$ cat src/rtl/mdio_pkg.sv
package mdio_pkg;
  localparam int PRE_LEN   = 32;
  localparam int ADDR_W    = 5;
  localparam int DATA_W    = 16;
  localparam int HDR_LEN   = 4 + 2 * ADDR_W;
  localparam int WR_LEN    = HDR_LEN + 2 + DATA_W;
  localparam int RECOV_LEN = 32;
  localparam int RD_TAIL   = 2;
  localparam int WR_TAIL   = 1;
  localparam int CNT_W     = $clog2(WR_LEN + 1);

  typedef enum logic [2:0] {
    ST_IDLE, ST_PRE, ST_SHIFT, ST_TA, ST_RDATA, ST_TAIL, ST_RECOV
  } mdio_st_e;
endpackage

$ cat src/rtl/mdio_clk_gen.sv
module mdio_clk_gen #(
  parameter int HALF_CYC = 4
) (
  input  logic clk_i,
  input  logic rst_ni,
  input  logic run_i,
  output logic mdc_o,
  output logic slot_end_o
);
  localparam int CW = (HALF_CYC > 1) ? $clog2(HALF_CYC) : 1;

  logic [CW-1:0] cnt_q;
  logic          mdc_q;
  logic          last;

  assign last = (cnt_q == CW'(HALF_CYC - 1));

  always_ff @(posedge clk_i or negedge rst_ni) begin
    if (!rst_ni) begin
      cnt_q <= '0;
      mdc_q <= 1'b0;
    end else if (!run_i) begin
      cnt_q <= '0;
      mdc_q <= 1'b0;
    end else if (last) begin
      cnt_q <= '0;
      mdc_q <= ~mdc_q;
    end else begin
      cnt_q <= cnt_q + 1'b1;
    end
  end

  assign mdc_o      = mdc_q;
  // end of high phase: data sampled and next bit launched here
  assign slot_end_o = run_i & last & mdc_q;
endmodule

$ cat src/rtl/mdio_rx_capture.sv
module mdio_rx_capture #(
  parameter int DATA_W = 16
) (
  input  logic              clk_i,
  input  logic              rst_ni,
  input  logic              shift_i,
  input  logic              bit_i,
  input  logic              load_i,
  output logic [DATA_W-1:0] rdata_o
);
  logic [DATA_W-1:0] sh_q;

  always_ff @(posedge clk_i or negedge rst_ni) begin
    if (!rst_ni) begin
      sh_q    <= '0;
      rdata_o <= '0;
    end else begin
      if (shift_i) sh_q <= {sh_q[DATA_W-2:0], bit_i};
      if (load_i)  rdata_o <= sh_q;
    end
  end
endmodule

$ cat src/rtl/mdio_ctrl.sv
module mdio_ctrl
  import mdio_pkg::*;
(
  input  logic              clk_i,
  input  logic              rst_ni,
  input  logic              req_i,
  input  logic              rd_i,
  input  logic [ADDR_W-1:0] phy_addr_i,
  input  logic [ADDR_W-1:0] reg_addr_i,
  input  logic [DATA_W-1:0] wdata_i,
  input  logic              slot_end_i,
  input  logic              mdio_i,
  output logic              run_o,
  output logic              mdio_o,
  output logic              mdio_oe_o,
  output logic              cap_o,
  output logic              load_o,
  output logic              done_o,
  output logic              err_o
);
  mdio_st_e           st_q;
  logic               is_rd_q;
  logic [CNT_W-1:0]   cnt_q;
  logic [WR_LEN-1:0]  tx_q;
  logic [CNT_W-1:0]   shift_last;
  logic [CNT_W-1:0]   tail_last;

  assign shift_last = is_rd_q ? CNT_W'(HDR_LEN - 1) : CNT_W'(WR_LEN - 1);
  assign tail_last  = is_rd_q ? CNT_W'(RD_TAIL - 1) : CNT_W'(WR_TAIL - 1);

  always_ff @(posedge clk_i or negedge rst_ni) begin
    if (!rst_ni) begin
      st_q    <= ST_IDLE;
      is_rd_q <= 1'b0;
      cnt_q   <= '0;
      tx_q    <= '0;
      done_o  <= 1'b0;
      err_o   <= 1'b0;
    end else begin
      done_o <= 1'b0;
      if (st_q == ST_IDLE) begin
        if (req_i) begin
          st_q    <= ST_PRE;
          is_rd_q <= rd_i;
          cnt_q   <= '0;
          err_o   <= 1'b0;
          tx_q    <= rd_i ? {2'b01, 2'b10, phy_addr_i, reg_addr_i, {(WR_LEN-HDR_LEN){1'b0}}}
                          : {2'b01, 2'b01, phy_addr_i, reg_addr_i, 2'b10, wdata_i};
        end
      end else if (slot_end_i) begin
        cnt_q <= cnt_q + 1'b1;
        unique case (st_q)
          ST_PRE:
            if (cnt_q == CNT_W'(PRE_LEN - 1)) begin
              st_q  <= ST_SHIFT;
              cnt_q <= '0;
            end
          ST_SHIFT: begin
            tx_q <= {tx_q[WR_LEN-2:0], 1'b0};
            if (cnt_q == shift_last) begin
              st_q  <= is_rd_q ? ST_TA : ST_TAIL;
              cnt_q <= '0;
            end
          end
          ST_TA: begin
            st_q  <= mdio_i ? ST_RECOV : ST_RDATA;
            cnt_q <= '0;
          end
          ST_RDATA:
            if (cnt_q == CNT_W'(DATA_W - 1)) begin
              st_q  <= ST_TAIL;
              cnt_q <= '0;
            end
          ST_TAIL:
            if (cnt_q == tail_last) begin
              st_q   <= ST_IDLE;
              done_o <= 1'b1;
            end
          ST_RECOV:
            if (cnt_q == CNT_W'(RECOV_LEN - 1)) begin
              st_q   <= ST_IDLE;
              done_o <= 1'b1;
              err_o  <= 1'b1;
            end
          default: st_q <= ST_IDLE;
        endcase
      end
    end
  end

  assign run_o     = (st_q != ST_IDLE);
  assign mdio_oe_o = (st_q == ST_PRE) || (st_q == ST_SHIFT);
  assign mdio_o    = (st_q == ST_PRE) || ((st_q == ST_SHIFT) && tx_q[WR_LEN-1]);
  assign cap_o     = slot_end_i && (st_q == ST_RDATA);
  assign load_o    = slot_end_i && (st_q == ST_TAIL) && is_rd_q && (cnt_q == tail_last);
endmodule

$ cat src/rtl/mdio_master.sv
module mdio_master
  import mdio_pkg::*;
#(
  parameter int HALF_CYC = 4
) (
  input  logic              clk_i,
  input  logic              rst_ni,
  input  logic              req_i,
  input  logic              rd_i,
  input  logic [ADDR_W-1:0] phy_addr_i,
  input  logic [ADDR_W-1:0] reg_addr_i,
  input  logic [DATA_W-1:0] wdata_i,
  output logic [DATA_W-1:0] rdata_o,
  output logic              done_o,
  output logic              err_o,
  output logic              mdc_o,
  output logic              mdio_o,
  output logic              mdio_oe_o,
  input  logic              mdio_i
);
  logic busy;
  logic slot_end;
  logic cap;
  logic load;

  mdio_clk_gen #(.HALF_CYC(HALF_CYC)) u_clk (
    .clk_i(clk_i), .rst_ni(rst_ni), .run_i(busy),
    .mdc_o(mdc_o), .slot_end_o(slot_end)
  );

  mdio_ctrl u_ctrl (
    .clk_i(clk_i), .rst_ni(rst_ni), .req_i(req_i), .rd_i(rd_i),
    .phy_addr_i(phy_addr_i), .reg_addr_i(reg_addr_i), .wdata_i(wdata_i),
    .slot_end_i(slot_end), .mdio_i(mdio_i), .run_o(busy),
    .mdio_o(mdio_o), .mdio_oe_o(mdio_oe_o), .cap_o(cap), .load_o(load),
    .done_o(done_o), .err_o(err_o)
  );

  mdio_rx_capture #(.DATA_W(DATA_W)) u_rx (
    .clk_i(clk_i), .rst_ni(rst_ni), .shift_i(cap), .bit_i(mdio_i),
    .load_i(load), .rdata_o(rdata_o)
  );
endmodule

$ cat config.mk
export PLATFORM = sky130hd
export DESIGN_NAME = mdio_master
export DESIGN_NICKNAME = d
export VERILOG_FILES = /design/src/rtl/mdio_pkg.sv /design/src/rtl/mdio_clk_gen.sv /design/src/rtl/mdio_rx_capture.sv /design/src/rtl/mdio_ctrl.sv /design/src/rtl/mdio_master.sv
export SDC_FILE = /design/constraint.sdc
export NUM_CORES = 1
export LEC_CHECK = 0
export BUFFER_PORTS_ARGS = -buffer_cell sky130_fd_sc_hd__buf_2
export CAP_MARGIN = 20
export CORE_MARGIN = 5
export CORE_UTILIZATION = 57
export DETAILED_ROUTE_END_ITERATION = 10
export PLACE_DENSITY = 0.85
export SETUP_SLACK_MARGIN = 0.15
export SKIP_LAST_GASP = 1
export SLEW_MARGIN = 5
export SYNTH_ARGS = -nofsm -noshare
export SYNTH_HDL_FRONTEND = slang
export SYNTH_SLANG_ARGS = --single-unit
$ cat constraint.sdc
create_clock -name clk_i -period 2.8 [get_ports clk_i]
set_clock_uncertainty 0.2 [all_clocks]
set_input_delay 0.14 -clock clk_i [delete_from_list [all_inputs] [get_ports clk_i]]
set_output_delay 0.14 -clock clk_i [all_outputs]
set_load 0.01 [all_outputs]
=== After elaboration in Yosys (flattened, before gate mapping) ===
Cells that the tools add are included.

* Shift operators: 0
* Multipliers: 0
* $lt $le $gt $ge: 0
* Reductions and logical operators: 18
* Bitwise gates (word level): 3
* Div/mod/pow operators: 0
* Mux-type cells: 39
* $add $sub $neg: 2
* Equal/unequal tests: 18

{| class="wikitable"
|+ Operator list
! operator !! number
|-
| $mux 32 || 4
|-
| $mux 6 || 6
|-
| $mux 30 || 1
|-
| $mux 3 || 9
|-
| $pmux 6 s4 || 1
|-
| $pmux 3 s6 || 1
|-
| $ne 3x1->1 const B || 5
|-
| $eq 6x6->1 || 2
|-
| $mux 1 || 12
|-
| $eq 3x3->1 const B || 3
|-
| $reduce_bool 2->1 || 4
|-
| $reduce_and 7->1 || 1
|-
| $add 6x1->6 const B || 1
|-
| $eq 3x2->1 const B || 2
|-
| $eq 6x4->1 const B || 1
|-
| $eq 6x5->1 const B || 1
|-
| $mux 2 || 3
|-
| $logic_and 1x1->1 || 5
|-
| $mux 5 || 1
|-
| $ne 2x2->1 const B || 2
|-
| $reduce_and 2->1 || 2
|-
| $reduce_and 4->1 || 1
|-
| $eq 3x1->1 const B || 1
|-
| $logic_not 3->1 || 1
|-
| other kinds (8) || 10
|}

* ROM bits: 0
* Bits in latches: 0
* Memory bits (writable): 0
* Memories kept: 0
* Input bits: 31
* Output and inout port bits: 21
* Register bits: 79
* Word-level logic and storage cells: 90

=== Longest topological paths before layout ===
* Depth in word-level cells: 6
* Gate-level depth with buffers: 8

=== Modules after synthesis ===
A second synthesis with hierarchy kept.

* Cell total of the unflattened synthesis: 344
* Area total of the unflattened synthesis: 3,853.7 sq um

{| class="wikitable"
|+ Modules (own cells, without submodules)
! module !! area each (sq um) !! cells each !! sequential area each (sq um) !! instances
|-
| mdio_ctrl || 2,431.1 || 267 || 1,101.1 || 1
|-
| mdio_rx_capture || 1,298.7 || 68 || 800.8 || 1
|-
| mdio_clk_gen || 123.9 || 9 || 75.1 || 1
|}

=== Worst setup path after synthesis ===
No wires, ideal clock.

* Kind: reg2reg
* Start: register u_ctrl.cnt_q[0]
* End: register u_ctrl.cnt_q[5]
* Data required time: 2.521 ns
* Cell stages (with the launch flop): 8
* Library setup time: 0.079 ns
* Data arrival time: 1.760 ns
* Slack: 0.760 ns
* Buffers on the path: 1
* Clock period less this slack: 2.040 ns
* Path through: dfrtp_1 -> ha_1 -> and4b_1 -> clkbuf_2 -> a41o_1 -> a211oi_1 -> nand4_1 -> mux2i_1

* Word-level cells in the longest chain between the ends: 5

{| class="wikitable"
|+ RTL lines
! element !! line !! source
|-
| start, declared || mdio_ctrl.sv:23 || <nowiki>logic [CNT_W-1:0] cnt_q;</nowiki>
|-
| start signal, assigned || mdio_ctrl.sv:51 || <nowiki>cnt_q <= cnt_q + 1'b1;</nowiki>
|-
| $add 6x1->6 (tied with other cells) || mdio_ctrl.sv:51 ||
|-
| $mux 6 (on tied branches) || mdio_ctrl.sv:70, mdio_ctrl.sv:54, mdio_ctrl.sv:60 ||
|-
| $pmux 6 s4 (*) || mdio_ctrl.sv:52 || <nowiki>unique case (st_q)</nowiki>
|-
| $mux 6 (*) || mdio_ctrl.sv:50 || <nowiki>end else if (slot_end_i) begin</nowiki>
|-
| $mux 6 (*) || mdio_ctrl.sv:41 || <nowiki>if (st_q == ST_IDLE) begin</nowiki>
|}

Mark *: on every way between the ends. The rest lies on a longest branch, timed or not. The select of a mux whose other input is x is not followed.
A chain may end at the register's enable or synchronous reset.

=== Final worst setup path ===
Ends and elaborated chain as after synthesis.

==> impl_metrics.xml <==
<?xml version="1.0" encoding="UTF-8"?>
<metrics>
  <group name="outcome">
    <metric name="run_status" unit="">finished, final reports clean</metric>
  </group>
  <group name="synth">
    <metric name="synth_enable_flop_cells" unit="">0</metric>
    <metric name="yosys_register_bits" unit="">79</metric>
    <metric name="yosysTopAreaCellShare" unit="%">51.5</metric>
    <metric name="avgSynthCellArea" unit="um2">10.8</metric>
    <metric name="post_synthesis_net_count" unit="">388</metric>
    <metric name="yosys_warnings" unit="">0</metric>
    <metric name="syn-instance-count" unit="">355</metric>
    <metric name="synth.lib_cells_used.distinct" unit="">50</metric>
    <metric name="synth_flop_cell" unit="">sky130_fd_sc_hd__dfrtp_1</metric>
    <metric name="yosys.area.top_type" unit="">sky130_fd_sc_hd__dfrtp_1</metric>
    <metric name="post_synth_main_area_contributors" unit="">sky130_fd_sc_hd__dfrtp_1 52%, sky130_fd_sc_hd__mux2_2 6.8%, sky130_fd_sc_hd__nand2_1 4.8%</metric>
    <metric name="syn_area" unit="um2">3830</metric>
    <metric name="proportion_of_register_bits_with_asynchronous_set_or_reset_after_synthesis" unit="%">100</metric>
    <metric name="synth-seq-area-share" unit="%">51.5</metric>
  </group>
  <group name="pwr">
    <metric name="total_power" unit="uW">3200</metric>
    <metric name="total_leakage_power" unit="uW">0.00214</metric>
    <metric name="peak_ir_drop_on_the_vdd_network" unit="V">0.000587</metric>
    <metric name="power_density_over_the_cells" unit="nW/um2">721</metric>
  </group>
  <group name="critical_path">
    <metric name="critical-path-slowest-cell" unit="">sky130_fd_sc_hd__dfrtp_1</metric>
    <metric name="ff2ff_path_depth" unit="">6</metric>
    <metric name="critical-path-top-delay-family" unit="">compound AO/OA/AOI/OAI gates</metric>
    <metric name="crit_fanout" unit="">8</metric>
    <metric name="cp_data_arrival_time" unit="ns">2.37</metric>
    <metric name="critPathCaptureType" unit="">flip-flop</metric>
    <metric name="worst-r2r-setup-slack" unit="ns">0.50</metric>
    <metric name="critical_path.cell_chain" unit="">ha_1, and4b_1, a41o_1, a211oi_1, nand4_1, mux2i_1</metric>
    <metric name="required_time_of_the_critical_path" unit="ns">2.87</metric>
    <metric name="worst_setup_path_start_kind" unit="">flip-flop</metric>
    <metric name="largest_stage_delay_on_the_critical_path" unit="ns">0.49</metric>
    <metric name="r2r-start" unit="">u_ctrl.cnt_q[0]</metric>
    <metric name="cp.buffers_inverters" unit="">0</metric>
    <metric name="critical_path_class" unit="">reg2reg</metric>
    <metric name="worstReg2RegEnd" unit="">u_ctrl.cnt_q[5]</metric>
  </group>
  <group name="sta">
    <metric name="worstMarginPinSlew" unit="ns">1.02</metric>
    <metric name="maxSlewHeadroom" unit="%">32.1</metric>
    <metric name="timing.final.setup_violations" unit="">0</metric>
    <metric name="max_freq" unit="GHz">0.434</metric>
    <metric name="final-hold-violation-count" unit="">0</metric>
    <metric name="grt_setup_unrepaired" unit="">false</metric>
    <metric name="post-route-period-util" unit="%">82.2</metric>
    <metric name="final_slew_viol_count" unit="">0</metric>
    <metric name="finalWorstPathRequiredPeriod" unit="ns">2.30</metric>
    <metric name="post-route-worst-setup-slack" unit="ns">0.498</metric>
    <metric name="setup-tns-final" unit="ns">0</metric>
  </group>
  <group name="die">
    <metric name="die_width" unit="um">92.0</metric>
    <metric name="fp.dieArea" unit="um2">8470</metric>
    <metric name="floorplan.initialDensity" unit="%">59.4</metric>
    <metric name="ioPinCount" unit="">52</metric>
    <metric name="core-area" unit="um2">6460</metric>
    <metric name="placement_rows" unit="">29</metric>
    <metric name="fp.dieH" unit="um">92.0</metric>
  </group>
  <group name="final_layout">
    <metric name="diodes" unit="">0</metric>
    <metric name="layout_commonest_cell" unit="">sky130_fd_sc_hd__dfrtp_1</metric>
    <metric name="multiInputGateArea" unit="um2">1700</metric>
    <metric name="n_fill_cell" unit="">514</metric>
    <metric name="most-common-layout-cells" unit="">79 x sky130_fd_sc_hd__dfrtp_1, 50 x sky130_fd_sc_hd__buf_2, 49 x sky130_fd_sc_hd__nand2_1, 33 x sky130_fd_sc_hd__o21ai_0, 24 x sky130_fd_sc_hd__a21oi_1</metric>
    <metric name="syn2layout_area_growth" unit="%">15.6</metric>
    <metric name="final_nets" unit="">443</metric>
    <metric name="fraction_of_layout_cells_with_a_size_suffix_above_1" unit="%">27.3</metric>
    <metric name="register_area" unit="um2">1980</metric>
  </group>
  <group name="grt">
    <metric name="grt_remaining_overflow" unit="">0</metric>
    <metric name="grt_max_degree" unit="">80</metric>
    <metric name="first_global_vias" unit="">2839</metric>
    <metric name="grt_first_pass_wirelength" unit="um">13200</metric>
    <metric name="grtUsageTotal" unit="%">19.5</metric>
    <metric name="antenna_found_initial" unit="">0</metric>
  </group>
  <group name="route">
    <metric name="post_dr_wirelength_cell" unit="um">15.5</metric>
    <metric name="detail_route.first_pass.iterations" unit="">5</metric>
    <metric name="drc" unit="">0</metric>
    <metric name="num_vias" unit="">2813</metric>
    <metric name="overall_routed_net_length" unit="um">7590</metric>
    <metric name="ant_nets" unit="">0</metric>
    <metric name="vias_per_cell" unit="">5.73</metric>
    <metric name="drt_iter0_markers" unit="">202</metric>
  </group>
  <group name="placed_design">
    <metric name="gp_congestion" unit="">0.916</metric>
    <metric name="place_worst_setup_slack" unit="ns">0.562</metric>
    <metric name="portBuffers" unit="">51</metric>
    <metric name="hpwlAfterDp" unit="um">4970</metric>
  </group>
  <group name="clocking">
    <metric name="clkLatencyLatePin" unit="ns">0.35</metric>
    <metric name="clock_sink_count" unit="">79</metric>
    <metric name="clk_transition_reported_paths" unit="ns">0.08</metric>
    <metric name="cts_repair_resize_count" unit="">0</metric>
    <metric name="cts_inserted_buffers" unit="">9</metric>
    <metric name="clockRootBuffer" unit="">sky130_fd_sc_hd__clkbuf_8</metric>
    <metric name="clock_tree.buffer_depth" unit="">2</metric>
    <metric name="cts_tree" unit="">built</metric>
    <metric name="cts_htree_levels" unit="">3</metric>
  </group>
  <group name="hold_path">
    <metric name="timing.hold.worst_endpoint" unit="">u_ctrl.tx_q[11]</metric>
    <metric name="timing.hold.worst.class" unit="">in2reg</metric>
    <metric name="number_of_cells_on_the_worst_hold_path" unit="">4</metric>
    <metric name="holdCritStartpoint" unit="">wdata_i[11]</metric>
  </group>
  <group name="job">
    <metric name="maxCapViolations" unit="">0</metric>
  </group>
</metrics>
==> cell type report <==
cell class              instances  area share [%]
multi-input cells             247            38.5
well taps                      77            2.17
inverters                       2           0.169
repair buffers                 71            10.3
clock inverters                 6            1.52
clock buffers                   9            2.80
flip-flops and latches         79            44.6
==> per-layer routing <==
metal  vias to the layer above  part of all wire, %  GRT usage, %
li1                       1366                    -             -
met1                      1342                   43          24.2
met2                        91                   49          31.9
met3                        14                  5.9          5.56
met4                         0                  1.9          8.29
met5                         -                    0             0
==> worst min-delay path, stage by stage <==
cell,delay (ns)
sky130_fd_sc_hd__buf_2,0.09
sky130_fd_sc_hd__nor3b_1,0.12
sky130_fd_sc_hd__a21oi_1,0.10
sky130_fd_sc_hd__o21ai_0,0.07
==> power breakdown <==
group / internal (uW) / total [uW] / switching (uW)
logic: 364 / 865 / 501
clock network: 411 / 837 / 426
registers: 1340 / 1490 / 156
total: 2110 / 3200 / 1080
==> state kept, by name, indices dropped and copies added, names as in the netlist <==
signal,flops
u_clk.cnt_q,2
u_clk.mdc_o,1
u_ctrl.cnt_q,6
u_ctrl.done_o,1
u_ctrl.err_o,1
u_ctrl.is_rd_q,1
u_ctrl.st_q,3
u_ctrl.tx_q,32
u_rx.rdata_o,16
u_rx.sh_q,16
==> worst max-delay path by stage <==
stage	start	to	slack, ns	cells past startpoint
floorplan	u_ctrl.cnt_q[0]	u_ctrl.cnt_q[5]	0.76	7
global placement	u_ctrl.cnt_q[0]	u_ctrl.cnt_q[5]	0.64	6
detailed placement	u_ctrl.cnt_q[0]	u_ctrl.cnt_q[5]	0.56	6
CTS	u_ctrl.cnt_q[0]	u_ctrl.cnt_q[5]	0.52	6
global route	u_ctrl.cnt_q[0]	u_ctrl.cnt_q[5]	0.30	6
finish	u_ctrl.cnt_q[0]	u_ctrl.cnt_q[5]	0.50	6
==> cells in the mapped netlist (5+ instances only) <==
cell type / number
sky130_fd_sc_hd__mux2i_1: 13
sky130_fd_sc_hd__nor2b_1: 5
sky130_fd_sc_hd__nand2_1: 49
sky130_fd_sc_hd__o21ai_0: 33
sky130_fd_sc_hd__mux2_4: 10
sky130_fd_sc_hd__clkbuf_1: 9
sky130_fd_sc_hd__a21oi_1: 24
sky130_fd_sc_hd__buf_2: 13
sky130_fd_sc_hd__nor3b_1: 15
sky130_fd_sc_hd__a21o_1: 5
sky130_fd_sc_hd__nor2_1: 12
sky130_fd_sc_hd__mux2_2: 23
sky130_fd_sc_hd__dfrtp_1: 79
==> timing repair <==
action	CTS	global route
setup endpoints to repair	0	0
hold buffers	14	0
setup buffers	0	0
hold endpoints to repair	93	0
==> kinds of logic after synthesis <==
kind of cell    share of synthesized area (%)
compound gates                           13.3
xor+xnor                                0.913
fa+ha+maj                               0.652
buf+inv                                  4.08
flops                                    51.5
mux                                      14.1
simple gates                             15.5
==> through the flow <==
step                      hold WS, ns  std cells  utilization, %  instance area (um2)
after floorplan                -0.356        355               -                 3830
after global placement          0.149        462            63.5                 4100
after detailed placement        0.158        462            63.5                 4100
after CTS                     0.00661        491            68.6                 4430
after global routing           0.0162        491            68.6                 4430
final                          0.0117        491            68.6                 4430
(Power assumes the default switching activity.)
